===== config.mk =====
export PLATFORM = sky130hd
export DESIGN_NAME = wb_cache_ctrl
export DESIGN_NICKNAME = d
export VERILOG_FILES = /design/src/rtl/wbc_pkg.sv /design/src/rtl/wbc_addr_split.sv /design/src/rtl/wbc_tag_store.sv /design/src/rtl/wbc_data_store.sv /design/src/rtl/wbc_miss_ctrl.sv /design/src/rtl/wb_cache_ctrl.sv
export SDC_FILE = /design/constraint.sdc
export NUM_CORES = 2
export LEC_CHECK = 0
export BUFFER_PORTS_ARGS = -buffer_cell sky130_fd_sc_hd__buf_2
export CAP_MARGIN = 20
export CORE_MARGIN = 2
export CORE_UTILIZATION = 45
export CTS_CLUSTER_DIAMETER = 120
export DETAILED_ROUTE_END_ITERATION = 6
export PLACE_DENSITY = 0.6
export SLEW_MARGIN = 20
export SYNTH_ARGS = -nofsm -noshare
export SYNTH_HDL_FRONTEND = slang
export SYNTH_MEMORY_MAX_BITS = 65536
export SYNTH_SLANG_ARGS = --single-unit

===== constraint.sdc =====
create_clock -name clk -period 11.5 [get_ports clk]
set_clock_uncertainty 0.1 [all_clocks]
set_input_delay 2.3 -clock clk [delete_from_list [all_inputs] [get_ports clk]]
set_output_delay 2.3 -clock clk [all_outputs]
set_load 0.01 [all_outputs]

===== src/rtl/wbc_pkg.sv =====
package wbc_pkg;
  typedef enum logic [1:0] {
    WBC_IDLE  = 2'd0,
    WBC_EVICT = 2'd1,
    WBC_FILL  = 2'd2
  } wbc_state_e;
endpackage


===== src/rtl/wbc_addr_split.sv =====
module wbc_addr_split #(
  parameter int REQ_W  = 16,
  parameter int ADDR_W = 10,
  parameter int OFS_W  = 2,
  parameter int IDX_W  = 5,
  localparam int TAG_W = ADDR_W - IDX_W - OFS_W
) (
  input  logic [REQ_W-1:0] req_addr,
  output logic [TAG_W-1:0] tag,
  output logic [IDX_W-1:0] idx,
  output logic [OFS_W-1:0] ofs
);
  logic [ADDR_W-1:0] wrapped;
  logic              unused_hi;

  // modulo-2^ADDR_W wrap: two's complement truncation keeps the remainder
  assign wrapped   = req_addr[ADDR_W-1:0];
  assign unused_hi = ^req_addr[REQ_W-1:ADDR_W];
  assign ofs = wrapped[OFS_W-1:0];
  assign idx = wrapped[OFS_W +: IDX_W];
  assign tag = wrapped[ADDR_W-1 -: TAG_W];
endmodule


===== src/rtl/wbc_tag_store.sv =====
module wbc_tag_store #(
  parameter int SETS  = 32,
  parameter int TAG_W = 3,
  localparam int IDX_W = $clog2(SETS)
) (
  input  logic             clk,
  input  logic             rst_n,
  input  logic [IDX_W-1:0] idx,
  input  logic             fill_en,
  input  logic [TAG_W-1:0] fill_tag,
  input  logic             dirty_set,
  input  logic             dirty_clr,
  output logic             rd_valid,
  output logic             rd_dirty,
  output logic [TAG_W-1:0] rd_tag
);
  logic [SETS-1:0]  valid_q, valid_d;
  logic [SETS-1:0]  dirty_q, dirty_d;
  logic [TAG_W-1:0] tag_q [SETS];

  for (genvar s = 0; s < SETS; s++) begin : g_set
    logic sel;
    assign sel = (idx == IDX_W'(s));

    always_comb begin
      valid_d[s] = valid_q[s];
      dirty_d[s] = dirty_q[s];
      if (sel && fill_en) valid_d[s] = 1'b1;
      if (sel && dirty_set)                   dirty_d[s] = 1'b1;
      else if (sel && (dirty_clr || fill_en)) dirty_d[s] = 1'b0;
    end

    always_ff @(posedge clk) begin
      if (sel && fill_en) tag_q[s] <= fill_tag;
    end
  end

  always_ff @(posedge clk or negedge rst_n) begin
    if (!rst_n) begin
      valid_q <= '0;
      dirty_q <= '0;
    end else begin
      valid_q <= valid_d;
      dirty_q <= dirty_d;
    end
  end

  assign rd_valid = valid_q[idx];
  assign rd_dirty = dirty_q[idx];
  assign rd_tag   = tag_q[idx];
endmodule


===== src/rtl/wbc_data_store.sv =====
module wbc_data_store #(
  parameter int SETS       = 32,
  parameter int WORD_W     = 32,
  parameter int LINE_WORDS = 4,
  localparam int IDX_W  = $clog2(SETS),
  localparam int OFS_W  = $clog2(LINE_WORDS),
  localparam int LINE_W = WORD_W * LINE_WORDS
) (
  input  logic              clk,
  input  logic [IDX_W-1:0]  idx,
  input  logic [OFS_W-1:0]  ofs,
  input  logic              line_we,
  input  logic [LINE_W-1:0] line_wdata,
  input  logic              word_we,
  input  logic [WORD_W-1:0] word_wdata,
  output logic [LINE_W-1:0] rd_line,
  output logic [WORD_W-1:0] rd_word
);
  logic [LINE_W-1:0] lines_q [SETS];
  logic [LINE_W-1:0] merged;
  logic [WORD_W-1:0] words [LINE_WORDS];

  assign rd_line = lines_q[idx];

  for (genvar w = 0; w < LINE_WORDS; w++) begin : g_word
    assign words[w] = rd_line[w*WORD_W +: WORD_W];
    assign merged[w*WORD_W +: WORD_W] =
      line_we                  ? line_wdata[w*WORD_W +: WORD_W] :
      (ofs == OFS_W'(w))       ? word_wdata : words[w];
  end

  assign rd_word = words[ofs];

  for (genvar s = 0; s < SETS; s++) begin : g_line
    logic wen;
    assign wen = (idx == IDX_W'(s)) && (line_we || word_we);
    always_ff @(posedge clk) begin
      if (wen) lines_q[s] <= merged;
    end
  end
endmodule


===== src/rtl/wbc_miss_ctrl.sv =====
module wbc_miss_ctrl
  import wbc_pkg::*;
(
  input  logic clk,
  input  logic rst_n,
  input  logic req_valid,
  input  logic hit,
  input  logic victim_dirty,
  input  logic mem_done,
  output logic idle,
  output logic mem_valid,
  output logic mem_write,
  output logic fill_en,
  output logic dirty_clr
);
  wbc_state_e state_q, state_d;

  always_comb begin
    state_d = state_q;
    unique case (state_q)
      WBC_IDLE:  if (req_valid && !hit) state_d = victim_dirty ? WBC_EVICT : WBC_FILL;
      WBC_EVICT: if (mem_done) state_d = WBC_IDLE;
      WBC_FILL:  if (mem_done) state_d = WBC_IDLE;
      default:   state_d = WBC_IDLE;
    endcase
  end

  always_ff @(posedge clk or negedge rst_n) begin
    if (!rst_n) state_q <= WBC_IDLE;
    else        state_q <= state_d;
  end

  assign idle      = (state_q == WBC_IDLE);
  assign mem_valid = !idle;
  assign mem_write = (state_q == WBC_EVICT);
  assign fill_en   = (state_q == WBC_FILL)  && mem_done;
  assign dirty_clr = (state_q == WBC_EVICT) && mem_done;
endmodule


===== src/rtl/wb_cache_ctrl.sv =====
module wb_cache_ctrl #(
  parameter int REQ_W      = 16,
  parameter int ADDR_W     = 10,
  parameter int WORD_W     = 32,
  parameter int LINE_WORDS = 4,
  parameter int SETS       = 32,
  localparam int OFS_W   = $clog2(LINE_WORDS),
  localparam int IDX_W   = $clog2(SETS),
  localparam int TAG_W   = ADDR_W - IDX_W - OFS_W,
  localparam int LINE_W  = WORD_W * LINE_WORDS,
  localparam int LADDR_W = TAG_W + IDX_W
) (
  input  logic               clk,
  input  logic               rst_n,
  input  logic               req_valid,
  input  logic               req_write,
  input  logic [REQ_W-1:0]   req_addr,
  input  logic [WORD_W-1:0]  req_wdata,
  output logic               rsp_ok,
  output logic [WORD_W-1:0]  rsp_rdata,
  output logic               mem_valid,
  output logic               mem_write,
  output logic [LADDR_W-1:0] mem_line_addr,
  output logic [LINE_W-1:0]  mem_wdata,
  input  logic               mem_done,
  input  logic [LINE_W-1:0]  mem_rdata
);
  logic [1:0]       rst_sync_q;
  logic             rst_int_n;
  logic [TAG_W-1:0] req_tag, slot_tag;
  logic [IDX_W-1:0] req_idx;
  logic [OFS_W-1:0] req_ofs;
  logic             slot_valid, slot_dirty, hit, idle;
  logic             fill_en, dirty_clr, word_we;

  // asynchronous assertion, synchronous release
  always_ff @(posedge clk or negedge rst_n) begin
    if (!rst_n) rst_sync_q <= '0;
    else        rst_sync_q <= {rst_sync_q[0], 1'b1};
  end
  assign rst_int_n = rst_sync_q[1];

  wbc_addr_split #(.REQ_W(REQ_W), .ADDR_W(ADDR_W), .OFS_W(OFS_W), .IDX_W(IDX_W)) u_split (
    .req_addr (req_addr),
    .tag      (req_tag),
    .idx      (req_idx),
    .ofs      (req_ofs)
  );

  assign hit     = req_valid && slot_valid && (slot_tag == req_tag);
  assign rsp_ok  = hit && idle;
  assign word_we = rsp_ok && req_write;

  wbc_tag_store #(.SETS(SETS), .TAG_W(TAG_W)) u_tags (
    .clk       (clk),
    .rst_n     (rst_int_n),
    .idx       (req_idx),
    .fill_en   (fill_en),
    .fill_tag  (req_tag),
    .dirty_set (word_we),
    .dirty_clr (dirty_clr),
    .rd_valid  (slot_valid),
    .rd_dirty  (slot_dirty),
    .rd_tag    (slot_tag)
  );

  wbc_data_store #(.SETS(SETS), .WORD_W(WORD_W), .LINE_WORDS(LINE_WORDS)) u_data (
    .clk        (clk),
    .idx        (req_idx),
    .ofs        (req_ofs),
    .line_we    (fill_en),
    .line_wdata (mem_rdata),
    .word_we    (word_we),
    .word_wdata (req_wdata),
    .rd_line    (mem_wdata),
    .rd_word    (rsp_rdata)
  );

  wbc_miss_ctrl u_ctrl (
    .clk          (clk),
    .rst_n        (rst_int_n),
    .req_valid    (req_valid),
    .hit          (hit),
    .victim_dirty (slot_valid && slot_dirty),
    .mem_done     (mem_done),
    .idle         (idle),
    .mem_valid    (mem_valid),
    .mem_write    (mem_write),
    .fill_en      (fill_en),
    .dirty_clr    (dirty_clr)
  );

  assign mem_line_addr = mem_write ? {slot_tag, req_idx} : {req_tag, req_idx};
endmodule


# After elaboration in Yosys (flattened, before gate mapping)

Memories as Yosys holds them, arrays and structs flattened.
Index checks and enable logic that the tools add are counted.

Magnitude comparators: 2
Eq/ne operators: 39
Muxes and demuxes: 398
Bitwise gates (word level): 1
Reduce and logical (&&, ||, !) cells: 239

Operators by type and width:

| kind                                                       | number |
|---|---|
| two-way mux 128 bit                                        | 31 |
| OR reduction 128 bit                                       | 31 |
| two-way mux 32 bit                                         | 10 |
| two-way mux 5 bit                                          | 62 |
| two-way mux 1 bit                                          | 256 |
| logical AND 1 bit                                          | 136 |
| two-way mux 3 bit                                          | 31 |
| OR reduction 3 bit                                         | 31 |
| equality test 5 bit, second input constant                 | 16 |
| binary-select mux 32 bit (select 2 bit)                    | 1 |
| nonzero test 2 bit                                         | 32 |
| equality test 5 x 4 -> 1 bit, second input constant        | 8 |
| equality test 5 x 3 -> 1 bit, second input constant        | 4 |
| binary-select mux 1 bit (select 5 bit)                     | 2 |
| equality test 5 x 2 -> 1 bit, second input constant        | 2 |
| two-way mux 8 bit                                          | 1 |
| equality test 2 bit, second input constant                 | 3 |
| less-than comparator 5 x 6 -> 1 bit, second input constant | 1 |
| two-way mux 2 bit                                          | 3 |
| equality test 5 x 1 -> 1 bit, second input constant        | 1 |
| zero test 5 bit                                            | 1 |
| equality test 2 x 1 -> 1 bit, second input constant        | 2 |
| zero test 2 bit                                            | 2 |
| != test 2 x 1 -> 1 bit, second input constant              | 2 |
| 8 further kinds                                            | 10 |

Register bits after elaboration: 68
Memory bits (writable): 4192
Input bits: 181
Output and inout port bits: 171
Logic and storage cells: 747
Memories: 2

Memory list:

| name           | depth | bits a word | rd ports | clocked after memory_dff | wr ports | RTL line             | text |
|---|---|---|---|---|---|---|---|
| u_data.lines_q | 32    | 128         | 1        | 0                        | 1        | wbc_data_store.sv:19 | `logic [LINE_W-1:0] lines_q [SETS];` |
| u_tags.tag_q   | 32    | 3           | 1        | 0                        | 1        | wbc_tag_store.sv:19  | `logic [TAG_W-1:0] tag_q [SETS];` |

# Depth between registers and ports, before layout

Depth after elaboration: 42
Mapped depth: 12
Gate-level depth less buffers: 7

# By module

A second synthesis with hierarchy kept.

Cell total of the unflattened synthesis: 8654
Area, all modules: 167115.3 µm²

By module, submodules not included:

| module         | times used | cells each | area each (µm²) | seq. area each (µm²) |
|---|---|---|---|---|
| wbc_data_store | 1          | 8156       | 159757.0        | 122998.0 |
| wbc_tag_store  | 1          | 454        | 6945.4          | 4484.3 |
| wbc_miss_ctrl  | 1          | 18         | 183.9           | 50.0 |
| wb_cache_ctrl  | 1          | 16         | 153.9           | 50.0 |
| wbc_addr_split | 1          | 10         | 75.1            | 0.0 |

# Least setup slack after synthesis

No wires, ideal clock.

Kind: input -> register
From: input req_addr[2]
To: memory u_data.lines_q[21][0] (netlist name), enable pin
Library setup time: 0.804 ns
Data arrival time: 13.658 ns
Required time: 10.596 ns
Path slack: -3.062 ns
Cell stages on the path: 8
Buffers on the path: 1
Cell sequence: buf_6 > mux4_2 > a22o_1 > a211o_1 > a21o_1 > a2111oi_4 > nand3_4 > a211oi_1

Elaborated cells between the ends (all ways): 230
Classes of those cells: eq/ne: 32; mux: 128; reduce/logical: 69; memory: 1

RTL lines:

| what                                                                                  | RTL line             | text |
|---|---|---|
| start, declared                                                                       | wb_cache_ctrl.sv:17  | `input logic [REQ_W-1:0] req_addr,` |
| parallel branches: the longest is 7 deep, another holds memory (32 x 3 bit)           | n/a                  |  |
| logical AND 1 bit (*)                                                                 | wbc_data_store.sv:36 | `assign wen = (idx == IDX_W'(s)) && (line_we \|\| word_we);` |
| named net u_data.g_line[21].wen                                                       | wbc_data_store.sv:35 | `logic wen;` |
| two-way mux 1 bit (*)                                                                 | wbc_data_store.sv:38 | `if (wen) lines_q[s] <= merged;` |
| two-way mux 1 bit (implied by the code) (*)                                           | wbc_data_store.sv:38 |  |
| OR reduction 128 bit (no line)                                                        | n/a                  |  |
| two-way mux 5 bit (no line) / two-way mux 1 bit (equally long branches) (11 in a row) | n/a                  |  |
| end, declared                                                                         | wbc_data_store.sv:19 |  |

Mark *: on every way through the listed nets, which the timed path passes. The select of a mux whose other input is x is not followed.

# Final worst setup path

From: input req_addr[3]
To: output rsp_rdata[13]

Word-level cells in the longest chain between the ends: 4

Ends and longest elaborated chain:

| what                                                  | RTL line             | text |
|---|---|---|
| memory (32 x 128 bit)                                 | n/a                  |  |
| binary-select mux 32 bit (select 2 bit)               | wbc_data_store.sv:32 | `assign rd_word = words[ofs];` |
| two-way mux 32 bit (implied by the code) (2 in a row) | wbc_data_store.sv:32 |  |
| end, declared                                         | wb_cache_ctrl.sv:20  | `output logic [WORD_W-1:0] rsp_rdata,` |

No other way between the ends. The select of a mux whose other input is x is not followed.

==> impl_metrics.tcl <==
set metrics [dict create \
    report.final.slew_viol_count 0 \
    intPower_w 0.0278 \
    mostFrequentLayoutCells "edfxtp_1 (4192), mux4_2 (1345), clkbuf_16 (438)" \
    clk_latency_ps 990 \
    vias 80572 \
    worst_slew_pin_slew_ps 1190 \
    fp.dieW_um 611 \
    avgSynthCellArea_um2 24.3 \
    hold_depth 0 \
    path_class "input pin to primary output" \
    io_pins 352 \
    r2r_cells 10 \
    r2r-start "u_tags.tag_q[23][2]" \
    swShare 0.241 \
    dp_slack_ps 2620 \
    arrival_ps 6560 \
    cts_max_path_buffers 4 \
    ys.flop_type "edfxtp_1" \
    drtIter0Drc 11839 \
    pwr-share-comb 0.105 \
    grt_pass1_wl_mm 670 \
    total_power_w 0.0365 \
    rr_endpoint "u_data.lines_q[6][83]" \
    synth_warnings 0 \
    synth_seq_cells 4260 \
    period_needed_ps 8960 \
    hp-class "flop to flop" \
    pwr-share-seq 0.509 \
    cts-buffers-inserted 432 \
    io_buffers 345 \
    hold_buffers 0 \
    drcViolationCount 0 \
    clkTransAtPathRegs_ps 60 \
    grt_pass1_vias 79684 \
    fp.coreArea_um2 366000 \
    clkSinkCount 4260 \
    slew_headroom 0.204 \
    ctsRootBufferMaster "clkbuf_16" \
    dr.pass1.iters 6 \
    synth_edf_count 4192 \
    crit_fanout 134 \
    cap_violations 0 \
    antenna_found_initial 41 \
    nets 7588 \
    setup_viol 0 \
    fmax_mhz 112 \
    p_sw_w 0.00880 \
    finalCritPeriodShare 0.779 \
    synth_cells 6801 \
    synth_fp_nets 6985 \
    wire_per_inst_um 39.3 \
    finalNonFillerCells 12623 \
    dp_hpwl_mm 262 \
    drive_above_1_share 0.367 \
    ant_nets 0 \
    gr-total-overflow 0 \
    syn_to_final_growth_pct 14.5 \
    routed_via_density 6.38 \
    worstPathRequired_ps 9100 \
    reg2reg_slack_ps 5710 \
    ir_worst_vdd_v 0.000136 \
    gp_congestion 0.809 \
    fp.dieH_um 611 \
    nFillCells 27814 \
    routed_wl_mm 496 \
    min_from "rst_sync_q[0]" \
    synth-seq-area-share 0.771 \
    dpl.cell_count 11785 \
    fin_setup_tns_ps 0 \
    hold_viol 0 \
    status "complete, no violations" \
    whs_endpoint "rst_sync_q[1]" \
    cts_setup_buffers 0 \
    final_common_cell "edfxtp_1" \
    timing.final.ws_setup_ps 2540 \
    rsz0062_at_grt "no" \
    grt_max_degree 135 \
    p_clk_frac 0.385 \
    worstSetupEndpointType "primary output" \
    netlist_area_um2 166000 \
    utilization 0.518 \
    rows 222 \
    worstSetupStartpointType "input pin" \
    start_util 0.453 \
    cts_tree "yes" \
    power.density_nw_per_um2 193 \
    synth_async_sr_flop_share 0.0160 \
    leakage_nw 59.5 \
    die-area_um2 373000 \
    groute.usage.overall 0.263 \
    htree_levels 5 \
    cts_resized 0 \
    yosysUniqueCellTypes 46 \
]
## flip-flops by register name (all words and copies together), names as in the netlist
name / count
u_data.lines_q: 4096
u_tags.tag_q: 96
u_tags.dirty_q: 32
u_tags.valid_q: 32
rst_sync_q: 2
u_ctrl.state_q: 2
## power by group through the flow
stage,Clock [W],Sequential [W],Combinational [W]
2_1_floorplan,0,0.0190,0.00196
3_3_place_gp,0,0.0189,0.00356
3_5_place_dp,0,0.0190,0.00373
4_1_cts,0.0143,0.0186,0.00373
5_1_grt,0.0148,0.0186,0.00402
6_report,0.0141,0.0186,0.00385
## synthesized netlist by cell type, types with 2 or more instances
| master | n | area (um2) |
|---|---|---|
| a211oi_2 | 30 | 375 |
| nand2_1 | 16 | 60.1 |
| a22o_1 | 4 | 35.0 |
| o22ai_1 | 2 | 12.5 |
| ha_1 | 3 | 37.5 |
| mux2i_1 | 145 | 1450 |
| and2_1 | 2 | 12.5 |
| mux2_2 | 134 | 1510 |
| clkbuf_1 | 202 | 758 |
| buf_4 | 8 | 60.1 |
| nor2_1 | 168 | 631 |
| edfxtp_1 | 4192 | 126000 |
| o31ai_1 | 18 | 135 |
| buf_1 | 62 | 233 |
| inv_1 | 7 | 26.3 |
| nor3_1 | 4 | 20.0 |
| nor2b_1 | 4 | 25.0 |
| and3_1 | 2 | 12.5 |
| a211o_1 | 2 | 17.5 |
| o31ai_2 | 14 | 175 |
| nand2b_1 | 4 | 25.0 |
| a22oi_1 | 3 | 22.5 |
| or3b_2 | 3 | 26.3 |
| nand3b_1 | 4 | 30.0 |
| o221ai_1 | 4 | 35.0 |
| a21o_1 | 4 | 30.0 |
| mux4_2 | 1345 | 30300 |
| a211oi_1 | 6 | 45.0 |
| a21oi_1 | 128 | 641 |
| or2_2 | 34 | 213 |
| o21ai_0 | 35 | 175 |
| dfrtp_1 | 68 | 1700 |
| buf_2 | 119 | 596 |
| nand3_1 | 3 | 15.0 |
| a221oi_1 | 2 | 17.5 |
| buf_6 | 10 | 113 |
## through the flow
| step | hold WS (ps) | area, um2 |
|---|---|---|
| after floorplan | 231 | 166000 |
| after global placement | 240 | 175000 |
| after detailed placement | 247 | 175000 |
| after CTS | 274 | 189000 |
| after global routing | 288 | 190000 |
| final | 270 | 190000 |
## worst max path at each step
stage,endpoint,slack [ps],depth (start not counted),startpoint
after floorplan,u_data.lines_q[21][0],-3060,8,req_addr[2]
after global placement,rsp_rdata[5],2640,8,req_addr[3]
after detailed placement,rsp_rdata[13],2620,8,req_addr[2]
after CTS,rsp_rdata[13],2610,8,req_addr[2]
after global routing,rsp_rdata[13],2460,8,req_addr[2]
final,rsp_rdata[13],2540,8,req_addr[3]
## kinds of logic (layout without fill, tap and decap cells)
family                   count (synthesis)  after routing  share of synthesized area
AO/OA/AOI/OAI                          255            255                     0.0106
adder cells (fa/ha/maj)                  3              3                   0.000227
buffers and inverters                  408           1374                     0.0108
flip-flops                            4260           4260                      0.771
multiplexers                          1624           1624                      0.201
other                                    1             41                  0.0000227
AND/OR/NAND/NOR                        250            250                    0.00688
## critical path, stage by stage
cell,delay [ps]
buf_8,500
buf_12,420
buf_12,560
mux4_2,430
mux4_2,480
mux2_2,420
mux4_2,640
buf_2,190
## routing by layer
metal,vias up,share of wire,GRT usage
li1,30693,-,-
met1,44764,0.39,0.365
met2,4288,0.47,0.410
met3,811,0.090,0.0488
met4,16,0.052,0.120
met5,-,0.00022,0
## final cells by class
| type | count | area (um2) | area share |
|---|---|---|---|
| flip-flops and latches | 4260 | 128000 | 0.673 |
| clock inverters | 280 | 2870 | 0.0151 |
| clock buffers | 517 | 11300 | 0.0596 |
| repair buffers | 570 | 4310 | 0.0227 |
| diodes | 40 | 100 | 0.000528 |
| well taps | 4816 | 6030 | 0.0318 |
| inverters | 7 | 26.3 | 0.000139 |
| multi-input cells | 2133 | 37400 | 0.197 |
(Power assumes the default switching activity.)
